===== config.mk =====
export PLATFORM = sky130hd
export DESIGN_NAME = hold_handover
export DESIGN_NICKNAME = d
export VERILOG_FILES = /design/src/rtl/hho_pkg.sv /design/src/rtl/hho_sync.sv /design/src/rtl/hho_window.sv /design/src/rtl/hho_fsm.sv /design/src/rtl/hold_handover.sv
export SDC_FILE = /design/constraint.sdc
export NUM_CORES = 1
export LEC_CHECK = 0
export CAP_MARGIN = 20
export CORE_AREA = 2 2 39 41
export CTS_CLUSTER_SIZE = 24
export DETAILED_ROUTE_END_ITERATION = 8
export DIE_AREA = 0 0 41 43
export DONT_BUFFER_PORTS = 1
export HOLD_SLACK_MARGIN = 0.08
export PLACE_DENSITY_LB_ADDON = 0.1
export SYNTH_ARGS = -nofsm -noshare
export SYNTH_HDL_FRONTEND = slang
export SYNTH_SLANG_ARGS = --single-unit

===== constraint.sdc =====
create_clock -name clk -period 0.8 [get_ports clk]
set_input_delay 0 -clock clk [delete_from_list [all_inputs] [get_ports clk]]
set_output_delay 0 -clock clk [all_outputs]
set_load 0.05 [all_outputs]

===== src/rtl/hho_pkg.sv =====
package hho_pkg;

    typedef enum logic [1:0] {
        HH_OWN    = 2'd0,
        HH_GRANT  = 2'd1,
        HH_RETURN = 2'd2
    } hh_state_e;

    typedef struct packed {
        logic t1;
        logic t4;
        logic idle;
    } hh_phase_s;

    typedef struct packed {
        logic ack;
        logic float_en;
        logic stall;
    } hh_out_s;

    function automatic logic hh_at_boundary(hh_phase_s p, logic allow_t1);
        return p.idle | p.t4 | (allow_t1 & p.t1);
    endfunction

endpackage


===== src/rtl/hho_sync.sv =====
module hho_sync #(
    parameter int STAGES = 2
) (
    input  logic clk,
    input  logic rst,
    input  logic din,
    output logic dout
);
    logic [STAGES-1:0] chain;

    generate
        for (genvar i = 0; i < STAGES; i++) begin : g_stage
            if (i == 0) begin : g_first
                always_ff @(posedge clk) begin
                    if (rst) chain[0] <= 1'b0;
                    else     chain[0] <= din;
                end
            end else begin : g_next
                always_ff @(posedge clk) begin
                    if (rst) chain[i] <= 1'b0;
                    else     chain[i] <= chain[i-1];
                end
            end
        end
    endgenerate

    assign dout = chain[STAGES-1];
endmodule


===== src/rtl/hho_window.sv =====
module hho_window
    import hho_pkg::*;
#(
    parameter bit T1_GRANT = 1'b1
) (
    input  hh_phase_s phase,
    output logic      boundary
);
    generate
        if (T1_GRANT) begin : g_with_t1
            assign boundary = hh_at_boundary(phase, 1'b1);
        end else begin : g_no_t1
            assign boundary = hh_at_boundary(phase, 1'b0);
        end
    endgenerate
endmodule


===== src/rtl/hho_fsm.sv =====
module hho_fsm
    import hho_pkg::*;
(
    input  logic      clk,
    input  logic      rst,
    input  logic      hold_s,
    input  logic      boundary,
    output hh_state_e state,
    output hh_out_s   outs
);
    hh_state_e nxt;
    logic      decide;

    assign decide = (state == HH_OWN) && hold_s && boundary;

    always_comb begin
        nxt = state;
        case (state)
            HH_OWN:    if (decide) nxt = HH_GRANT;
            HH_GRANT:  if (!hold_s) nxt = HH_RETURN;
            HH_RETURN: nxt = HH_OWN;
            default:   nxt = HH_OWN;
        endcase
    end

    always_ff @(posedge clk) begin
        if (rst) state <= HH_OWN;
        else     state <= nxt;
    end

    always_comb begin
        outs.ack      = (state == HH_GRANT);
        outs.float_en = (state != HH_OWN);
        outs.stall    = (state != HH_OWN) || decide;
    end
endmodule


===== src/rtl/hold_handover.sv =====
module hold_handover
    import hho_pkg::*;
#(
    parameter int SYNC_STAGES = 2,
    parameter bit T1_GRANT    = 1'b1
) (
    input  logic clk,
    input  logic rst,
    input  logic hold_req,
    input  logic phase_t1,
    input  logic phase_t4,
    input  logic phase_idle,
    output logic hlda,
    output logic bus_float,
    output logic local_stall
);
    logic      hold_sync;
    logic      boundary;
    hh_phase_s phase;
    hh_state_e state;
    hh_out_s   outs;

    assign phase = '{t1: phase_t1, t4: phase_t4, idle: phase_idle};

    hho_sync #(.STAGES(SYNC_STAGES)) u_sync (
        .clk (clk),
        .rst (rst),
        .din (hold_req),
        .dout(hold_sync)
    );

    hho_window #(.T1_GRANT(T1_GRANT)) u_win (
        .phase   (phase),
        .boundary(boundary)
    );

    hho_fsm u_fsm (
        .clk     (clk),
        .rst     (rst),
        .hold_s  (hold_sync),
        .boundary(boundary),
        .state   (state),
        .outs    (outs)
    );

    assign hlda        = outs.ack;
    assign bus_float   = outs.float_en;
    assign local_stall = outs.stall;
endmodule


After elaboration in Yosys (flattened, before gate mapping). Index checks and enable logic that the tools add are counted.

Multiplexer cells: 3. Equality and inequality tests: 3. Bitwise logic cells: 2. Reductions and logical operators: 6.

Operator list (count): $mux W2 (2); $pmux W2 S2 (1); $eq A2 B1 Y1 const B (1); $logic_and A1 B1 Y1 (2); $logic_not A2 Y1 (1); $ne A2 B1 Y1 const B (1); $ne A2 B2 Y1 const B (1); $or A1 B1 Y1 (2); $reduce_and A2 Y1 (1); $reduce_bool A2 Y1 (1); $logic_or A1 B1 Y1 (1).

Bits of input ports: 6. Register bits: 4.

Logic depth before layout (Yosys ltp). Gate-level depths: netlist (run 1).

Depth after elaboration: 5. Depth in mapped cells: 2.

Cells and area by module. From an unflattened synthesis (run 1), not the netlist that was laid out.

Cell total of the unflattened synthesis: 14. Area total of the unflattened synthesis: 152.6 um2.

Modules (own cells, without submodules): hho_fsm (area each 93.8 um2, times used 1, cells each 9, seq. area each 40.0 um2); hho_sync (area each 52.6 um2, times used 1, cells each 4, seq. area each 40.0 um2); hho_window (area each 6.3 um2, times used 1, cells each 1, seq. area each 0.0 um2).

Least setup slack after synthesis (run 1). Ideal clock, no wire load.

Path type: register -> output. From: register u_fsm.state[0]. To: output port local_stall. Data arrival time: 1.058 ns. Path slack: -0.258 ns. Cell stages (with the launch flop): 3. Cell sequence: dfxtp_1 or2_2 a21o_2.

Elaborated cells on any way between the ends: 5. Those cells by class: reduce/logical (5).

RTL lines: start: declaration (RTL line hho_fsm.sv:8) `output hh_state_e state,`; start signal: assignment (RTL line hho_fsm.sv:28) `else state <= nxt;`; $reduce_bool A2 Y1; named net bus_float (RTL line hold_handover.sv:14) `output logic bus_float,`; $logic_or A1 B1 Y1 (RTL line hho_fsm.sv:34) `outs.stall = (state != HH_OWN) || decide;`; end: declaration (RTL line hold_handover.sv:15) `output logic local_stall`.

The timed path passes the listed nets, and every way through them passes these cells.

Worst setup path after layout (run 1).
From: register u_fsm.state[0]. To: output port local_stall.

Word-level cells in the longest chain between the ends: 4. Elaborated cells on any way between the ends: 5. Those cells by class: reduce/logical (5).

Ends and longest elaborated chain: $logic_not A2 Y1 (RTL line hho_fsm.sv:14) `assign decide = (state == HH_OWN) && hold_s && boundary;`; $logic_and A1 B1 Y1 (2 in a row) (RTL line hho_fsm.sv:14); $logic_or A1 B1 Y1 * (RTL line hho_fsm.sv:34).

Mark *: on every way between the ends. The rest lies on a longest branch, timed or not.

==> flow_metrics.env, run 1 <==
export IMPL_n_antenna_cell=0
export IMPL_area_growth_pct=94.91
export IMPL_clock_sinks=4
export IMPL_cp_required_ns=0.80
export IMPL_fill_cells=150
export IMPL_drtIter0Drc=2
export IMPL_max_slew_worst_pin_slew_ns=0.2306
export IMPL_syn_inst=13
export IMPL_min_period_ns=1.032
export IMPL_cp_arrival_ns=1.03
export IMPL_drive_above_1_share_pct=63.64
export IMPL_grt_usage_pct=5.025
export IMPL_drc=0
export IMPL_path_max_fanout=2
export IMPL_io_buffers=0
export IMPL_critPathTopFamily="flip-flops"
export IMPL_fp_dieH_um=43
export IMPL_drv_slew=0
export IMPL_dieArea_um2=1763
export IMPL_synth_compound_area_share_pct=12.71
export IMPL_antenna_found_initial=0
export IMPL_grt_pass1_vias=132
export IMPL_post_route_cell_area_um2=287.8
export IMPL_max_freq_mhz=969.2
export IMPL_fin_cells=38
export IMPL_wl_um=324
export IMPL_path_depth=2
export IMPL_ctsHoldBuffers=2
export IMPL_place_inst=33
export IMPL_die_w_um=41
export IMPL_worstPathCellList="or2_4, a21o_4"
export IMPL_first_pass_iters=2
export IMPL_max_cap_violations=0
export IMPL_avgSynthCellArea_um2=11.36
export IMPL_drt_wirelength_per_cell_um=8.526
export IMPL_place_gp_congestion=0.5692
export IMPL_cpPeakStageDelay_ns=0.30
export IMPL_worst_path_buf_inv=0
export IMPL_final_hold_viol_count=0
export IMPL_fin_worst_skew_ns=0.002184
export IMPL_design_power_total_mw=0.5423
export IMPL_setup_viol=3
export IMPL_place_area_um2=219.0
export IMPL_postLayoutCoreUtil_pct=20.80
export IMPL_ys_ff_latch=4
export IMPL_finalSetupTns_ns=-0.5695
export IMPL_layout_nets=30
export IMPL_fin_worst_hold_slack_ns=0.01484
export IMPL_hold_depth=2
export IMPL_cts_clk_slew_worst_paths_ns=0.04
export IMPL_fin_ws_ns=-0.2317
export IMPL_synth_area_um2=147.6
export IMPL_reg2reg_depth=2
export IMPL_rsz0062_at_grt="true"
export IMPL_ir_drop_mv=0.7321
export IMPL_relSlewSlack_pct=84.57
export IMPL_grt_overflow=0
export IMPL_critPathKind="reg2out"
export IMPL_critPathLaunchType="flip-flop"
export IMPL_cp_end_kind="primary output"
export IMPL_synth_fa_ha_area_share_pct=0
export IMPL_viasPerCell=3.263
export IMPL_floorplan_initialDensity_pct=10.67
export IMPL_place_ws_ns=-0.04801
export IMPL_power_density_nw_per_um2=1885
export IMPL_coreArea_um2=1384
export IMPL_cts_buffer_depth=2
export IMPL_grt_max_degree=5
export IMPL_hp_class="in2reg"
export IMPL_rr_startpoint="u_fsm.state[0]"
export IMPL_rows=14
export IMPL_clk_insertion_delay_late_ns=0.23
export IMPL_synth_xor_area_share_pct=0
export IMPL_crit_slowest_cell="dfxtp_1"
export IMPL_syn_nets=19
export IMPL_cts_tree="built"
export IMPL_numCtsBuffers=3
export IMPL_status="finished, violations left"
export IMPL_muxShareOfSynthArea_pct=0
export IMPL_synth_seq_area_share_pct=54.24
export IMPL_ys_warn_count=0
export IMPL_reg2reg_slack_ns=0.05
export IMPL_postRouteAntennaNets=0
export IMPL_cts_root_buf="clkbuf_4"
export IMPL_io_pins=9
export IMPL_htreeDepth=1
export IMPL_fin_crit_sh_pct=129.0
export IMPL_hp_start="phase_t1"
export IMPL_power_leakage_nw=0.1211
export IMPL_post_synth_and_or_nand_nor_area_fraction_pct=33.05
export IMPL_synth_top_family_by_area="simple AND/OR/NAND/NOR gates"
export IMPL_grt_pass1_wl_um=524
export IMPL_num_vias=124
export IMPL_ys_types=8
export IMPL_violations="negative setup slack"
export IMPL_min_to="u_fsm.state[0]"
export IMPL_regToRegEndpoint="u_fsm.state[0]"
routing by layer:
metal	wire length, um	vias to the layer above	track usage, %
li1	-	64	-
met1	140	55	4.839
met2	156	5	6.250
met3	28	0	6.283
met4	0	0	2.000
met5	0	-	0
worst reg2reg max path: stages (launching register included):
cell	delay, ns
dfxtp_1	0.30
buf_4	0.13
o211a_1	0.21
area by class of cell:
cell class / count / area (um2) / share of cell area, %
Timing Repair Buffer: 6 / 62.56 / 21.74
Sequential cell: 4 / 81.33 / 28.26
Tap cell: 16 / 20.02 / 6.957
Multi-Input combinational cell: 9 / 101.3 / 35.22
Clock buffer: 3 / 22.52 / 7.826
Yosys cell counts (all sizes together):
master / count / area share (%)
nor2: 1 / 2.5
a21o: 1 / 5.9
nor4b: 1 / 5.9
o211a: 1 / 6.8
nor2b: 3 / 13
or2: 1 / 4.2
dfxtp: 4 / 54
or3: 1 / 7.6
layout by cell type (no fill, tap or decap):
cell	n
clkbuf_4	3
buf_4	3
dfxtp_1	3
nor2b_1	2
dlygate4sd3_1	2
nor2b_4	1
or2_4	1
or3_4	1
a21o_4	1
nor4b_4	1
nor2_2	1
o211a_1	1
buf_12	1
dfxtp_2	1
sequential cells by signal (all words and copies together) (netlist names):
signal / cells
u_sync.dout: 1
u_fsm.state: 2
u_sync.chain: 1
where the power goes:
part           switching [mW]  total, mW  internal [mW]
Clock                  0.0875      0.256          0.168
Sequential            0.00432      0.212          0.207
Combinational          0.0398     0.0750         0.0353
kinds of logic (layout without fill, tap and decap cells):
| group | count (synthesis) | after routing |
|---|---|---|
| AOI/OAI and AO/OA | 2 | 2 |
| buffers and inverters | 0 | 9 |
| DFF | 4 | 4 |
| and+or+nand+nor | 7 | 7 |
worst max path at each step:
stage	start	end	slack, ns
after global routing	u_fsm.state[0]	local_stall	-0.27
after global placement	u_fsm.state[0]	local_stall	-0.04
after detailed placement	u_fsm.state[0]	local_stall	-0.05
after floorplan	u_fsm.state[0]	local_stall	-0.22
final	u_fsm.state[0]	local_stall	-0.23
after CTS	u_fsm.state[0]	local_stall	-0.24
timing repair:
action                                  4_1_cts  5_1_grt
pin swaps                                     1        0
endpoints found under the setup margin        4        5
hold endpoints to repair                      4        1
gates resized for setup                       3        3
setup buffers                                 0        0
(Power assumes the default switching activity.)
==> run 2, diff against run 1 <==
Settings changed: GPL_TIMING_DRIVEN from default to 0.
==> flow_metrics.env, run 2 (same netlist as run 1, synthesis figures left out) <==
export IMPL_comb_power_share_pct=12.9
export IMPL_grt_usage_pct=4.824
export IMPL_intPower_mw=0.4050
export IMPL_numCtsBuffers=3
export IMPL_ir_drop_mv=0.8745
export IMPL_io_buffers=0
export IMPL_cp_arrival_ns=1.14
export IMPL_cts_clk_slew_worst_paths_ns=0.03
export IMPL_max_cap_violations=0
export IMPL_status="finished, violations left"
export IMPL_drtIter0Drc=0
export IMPL_grt_max_degree=5
export IMPL_layout_common_cells="clkbuf_4, buf_4"
export IMPL_hold_depth=2
export IMPL_io_pins=9
export IMPL_path_max_fanout=3
export IMPL_top_register="u_fsm.state"
export IMPL_power_leakage_nw=0.1133
export IMPL_place_ws_ns=-0.2467
export IMPL_power_switching_mw=0.1216
export IMPL_antenna_found_initial=0
export IMPL_finalSetupTns_ns=-0.5887
export IMPL_num_vias=125
export IMPL_reg2reg_depth=2
export IMPL_wl_um=308
export IMPL_first_pass_iters=1
export IMPL_ff_latch_area_um2=82.58
export IMPL_htreeDepth=1
export IMPL_final_hold_viol_count=0
export IMPL_fin_crit_sh_pct=142.0
export IMPL_rsz0062_at_grt="true"
export IMPL_place_area_um2=176.4
export IMPL_cp_end_kind="primary output"
export IMPL_power_density_nw_per_um2=1957
export IMPL_clk_insertion_delay_late_ns=0.23
export IMPL_setup_viol=4
export IMPL_multi_input_area_um2=101.3
export IMPL_post_route_cell_area_um2=269.0
export IMPL_cts_tree="built"
export IMPL_die_w_um=41
export IMPL_min_period_ns=1.136
export IMPL_drive_above_1_share_pct=66.67
export IMPL_postLayoutCoreUtil_pct=19.44
export IMPL_ctsHoldBuffers=2
export IMPL_clock_sinks=4
export IMPL_fill_cells=155
export IMPL_fin_worst_skew_ns=0.003515
export IMPL_fin_ws_ns=-0.3356
export IMPL_cts_root_buf="clkbuf_4"
export IMPL_postRouteAntennaNets=0
export IMPL_violations="negative setup slack"
export IMPL_floorplan_initialDensity_pct=10.67
export IMPL_swShare_pct=23.09
export IMPL_viasPerCell=3.378
export IMPL_drc=0
export IMPL_max_slew_worst_pin_slew_ns=0.3242
export IMPL_n_antenna_cell=0
export IMPL_reg2reg_slack_ns=-0.01
export IMPL_cts_buffer_depth=2
export IMPL_dieArea_um2=1763
export IMPL_cp_required_ns=0.80
export IMPL_place_gp_congestion=0.5730
export IMPL_coreArea_um2=1384
export IMPL_grt_pass1_wl_um=496
export IMPL_relSlewSlack_pct=78.34
export IMPL_hp_class="in2reg"
export IMPL_critPathKind="reg2out"
export IMPL_max_freq_mhz=880.6
export IMPL_layout_nets=29
export IMPL_largest_reg_flops=2
export IMPL_rows=14
export IMPL_clock_power_share_pct=46.7
export IMPL_grt_pass1_vias=141
export IMPL_fp_dieH_um=43
export IMPL_grt_overflow=0
export IMPL_area_growth_pct=82.20
export IMPL_drt_wirelength_per_cell_um=8.324
export IMPL_drv_slew=0
export IMPL_critPathLaunchType="flip-flop"
export IMPL_pwr_share_seq_pct=40.4
## run 2: changes by cell type in the layout (fill, tap and decap cells not counted), sizes merged
| cell | previous run | this run |
|---|---|---|
| buf | 4 | 3 |
## run 2: repair_timing
item,4_1_cts,5_1_grt
setup buffers,1,2
hold endpoints to repair,4,1
endpoints found under the setup margin,3,4
pin swaps,1,1
resized for setup,3,4
## run 2: critical path, cell delays in order, from the launching register on
cell and delay (ns):
dfxtp_2 0.33, or2_4 0.31, a21o_4 0.27
## run 2: metal layers
| metal | wire length (um) | vias up | track usage [%] | share of wire [%] |
|---|---|---|---|---|
| li1 | - | 62 | - | - |
| met1 | 130 | 58 | 3.548 | 42 |
| met2 | 147 | 5 | 6.875 | 48 |
| met3 | 30 | 0 | 7.853 | 9.7 |
| met4 | 0 | 0 | 0 | 0 |
| met5 | 0 | - | 0 | 0 |
## run 2: final timing paths
| path | start | to |
|---|---|---|
| max reg2reg | u_fsm.state[1] | u_fsm.state[1] |
| min reg2reg | u_sync.chain[0] | u_sync.dout |
| max | u_fsm.state[1] | local_stall |
| min | phase_t1 | u_fsm.state[0] |
## run 2: final cells by class
cell class,instances,area share [%]
well taps,16,7.442
clock buffers,3,8.372
repair buffers,5,15.81
flip-flops and latches,4,30.70
multi-input cells,9,37.67
## run 2: stage by stage
step                      hold slack [ns]  instances  power (mW)
after floorplan                   0.07161         13      0.2584
after global placement            0.07374         29      0.2617
after detailed placement          0.07397         29      0.2619
after CTS                         0.01633         35      0.5325
after global routing              0.02435         37      0.5663
final                             0.02141         37      0.5265
## run 2: power by group through the flow
stage / registers (mW) / logic (mW) / clock network, mW
3_5_place_dp: 0.215 / 0.0471 / 0
5_1_grt: 0.213 / 0.0719 / 0.281
3_3_place_gp: 0.215 / 0.0468 / 0
4_1_cts: 0.212 / 0.0607 / 0.260
6_report: 0.213 / 0.0681 / 0.246
2_1_floorplan: 0.214 / 0.0448 / 0
==> run 3, diff against run 2 <==
Settings changed: CELL_PAD_IN_SITES_DETAIL_PLACEMENT from default to 2, CELL_PAD_IN_SITES_GLOBAL_PLACEMENT from default to 2.
==> flow_metrics.env, run 3 (same netlist as run 1, synthesis figures left out) <==
export IMPL_power_density_nw_per_um2=1813
export IMPL_num_vias=136
export IMPL_cts_root_buf="clkbuf_4"
export IMPL_regToRegEndpoint="u_fsm.state[1]"
export IMPL_grt_usage_pct=6.620
export IMPL_violations="negative setup slack"
export IMPL_rows=14
export IMPL_grt_pass1_wl_um=641
export IMPL_worstPathCellList="or2_4, a21o_4"
export IMPL_cts_clk_slew_worst_paths_ns=0.04
export IMPL_setup_viol=4
export IMPL_drv_slew=0
export IMPL_hp_class="in2reg"
export IMPL_numCtsBuffers=3
export IMPL_post_route_cell_area_um2=292.8
export IMPL_max_slew_worst_pin_slew_ns=0.3210
export IMPL_power_leakage_nw=0.1215
export IMPL_htreeDepth=1
export IMPL_layout_common_cells="clkbuf_4, buf_6"
export IMPL_dieArea_um2=1763
export IMPL_coreArea_um2=1384
export IMPL_reg2reg_depth=3
export IMPL_io_buffers=0
export IMPL_antenna_found_initial=0
export IMPL_path_max_fanout=2
export IMPL_critPathTopFamily="simple AND/OR/NAND/NOR gates"
export IMPL_io_pins=9
export IMPL_postLayoutCoreUtil_pct=21.16
export IMPL_cpPeakStageDelay_ns=0.32
export IMPL_cp_required_ns=0.80
export IMPL_cp_arrival_ns=1.13
export IMPL_dp_hpwl_um=284
export IMPL_final_hold_viol_count=0
export IMPL_ctsHoldBuffers=2
export IMPL_cts_tree="built"
export IMPL_hold_depth=2
export IMPL_worst_path_buf_inv=0
export IMPL_relSlewSlack_pct=78.55
export IMPL_drive_above_1_share_pct=68.18
export IMPL_fin_worst_skew_ns=0.002899
export IMPL_grt_pass1_vias=167
export IMPL_die_w_um=41
export IMPL_design_power_total_mw=0.5309
export IMPL_drtIter0Drc=4
export IMPL_place_inst=29
export IMPL_postRouteAntennaNets=0
export IMPL_max_cap_violations=0
export IMPL_clk_insertion_delay_late_ns=0.23
export IMPL_n_antenna_cell=0
export IMPL_fp_dieH_um=43
export IMPL_largest_reg_flops=2
export IMPL_drc=0
export IMPL_min_period_ns=1.132
export IMPL_fin_cells=38
export IMPL_floorplan_initialDensity_pct=10.67
export IMPL_first_pass_iters=2
export IMPL_rr_startpoint="u_fsm.state[1]"
export IMPL_cp_end_kind="primary output"
export IMPL_hp_start="phase_t1"
export IMPL_clock_sinks=4
export IMPL_grt_max_degree=5
export IMPL_place_area_um2=176.4
export IMPL_drt_wirelength_per_cell_um=10.16
export IMPL_min_to="u_fsm.state[0]"
export IMPL_critPathKind="reg2out"
export IMPL_reg2reg_slack_ns=-0.06
export IMPL_viasPerCell=3.579
export IMPL_fin_crit_sh_pct=141.6
export IMPL_grt_overflow=0
export IMPL_max_freq_mhz=883.1
export IMPL_fin_ws_ns=-0.3324
export IMPL_top_register="u_fsm.state"
export IMPL_wl_um=386
export IMPL_critPathLaunchType="flip-flop"
export IMPL_cts_buffer_depth=2
export IMPL_ir_drop_mv=0.6491
export IMPL_crit_slowest_cell="or2_4"
export IMPL_status="finished, violations left"
export IMPL_layout_nets=30
export IMPL_place_gp_congestion=0.5385
export IMPL_area_growth_pct=98.30
export IMPL_rsz0062_at_grt="true"
==> run 3: cell types whose count changed in the layout (fill, tap and decap cells not counted) <==
| cell | change |
|---|---|
| nor2_2 | -1 |
| buf_6 | +3 |
| nor2_4 | +1 |
| buf_4 | -2 |
==> run 3: worst max path at each step <==
stage | from | end | depth (start not counted)
detailed placement | u_fsm.state[0] | local_stall | 2
global route | u_fsm.state[0] | local_stall | 2
CTS | u_fsm.state[1] | local_stall | 2
floorplan | u_fsm.state[0] | local_stall | 2
global placement | u_fsm.state[0] | local_stall | 2
finish | u_fsm.state[0] | local_stall | 2
==> run 3: power by group <==
group	internal (mW)	switching [mW]
combinational	0.0329	0.0408
clock	0.167	0.0773
sequential	0.208	0.00467
total	0.408	0.123
==> run 3: metal layers <==
| metal | GRT usage (%) | part of all wire (%) | vias to the layer above |
|---|---|---|---|
| li1 | - | - | 65 |
| met1 | 3.846 | 31 | 64 |
| met2 | 9.063 | 56 | 7 |
| met3 | 8.377 | 13 | 0 |
| met4 | 6.000 | 0 | 0 |
| met5 | 0 | 0 | - |
==> run 3: timing repair <==
item	CTS	global route
pin swaps	3	2
gates resized for setup	8	4
setup buffers	4	1
cloned	0	0
hold endpoints to repair	4	1
setup endpoints to repair	3	5
==> run 3: area by class of cell <==
class                           count  area [um2]
Fill cell                         164        1091
Sequential cell                     4       82.58
Multi-Input combinational cell      9       106.4
Clock buffer                        3       22.52
Timing Repair Buffer                6       61.31
Tap cell                           16       20.02
==> run 3: worst reg2reg max path, stage by stage (launching register included) <==
cell	delay [ns]
dfxtp_2	0.32
buf_6	0.11
buf_6	0.12
nor4b_4	0.22
==> run 3: metrics by stage <==
step | hold slack (ns) | TNS [ns] | setup WS [ns]
floorplan | 0.07161 | -0.2161 | -0.2161
global placement | 0.07439 | -0.3255 | -0.2585
detailed placement | 0.07594 | -0.3201 | -0.2586
CTS | 0.01068 | -0.7815 | -0.3510
global route | 0.009479 | -0.9123 | -0.3672
finish | 0.01848 | -0.6996 | -0.3324
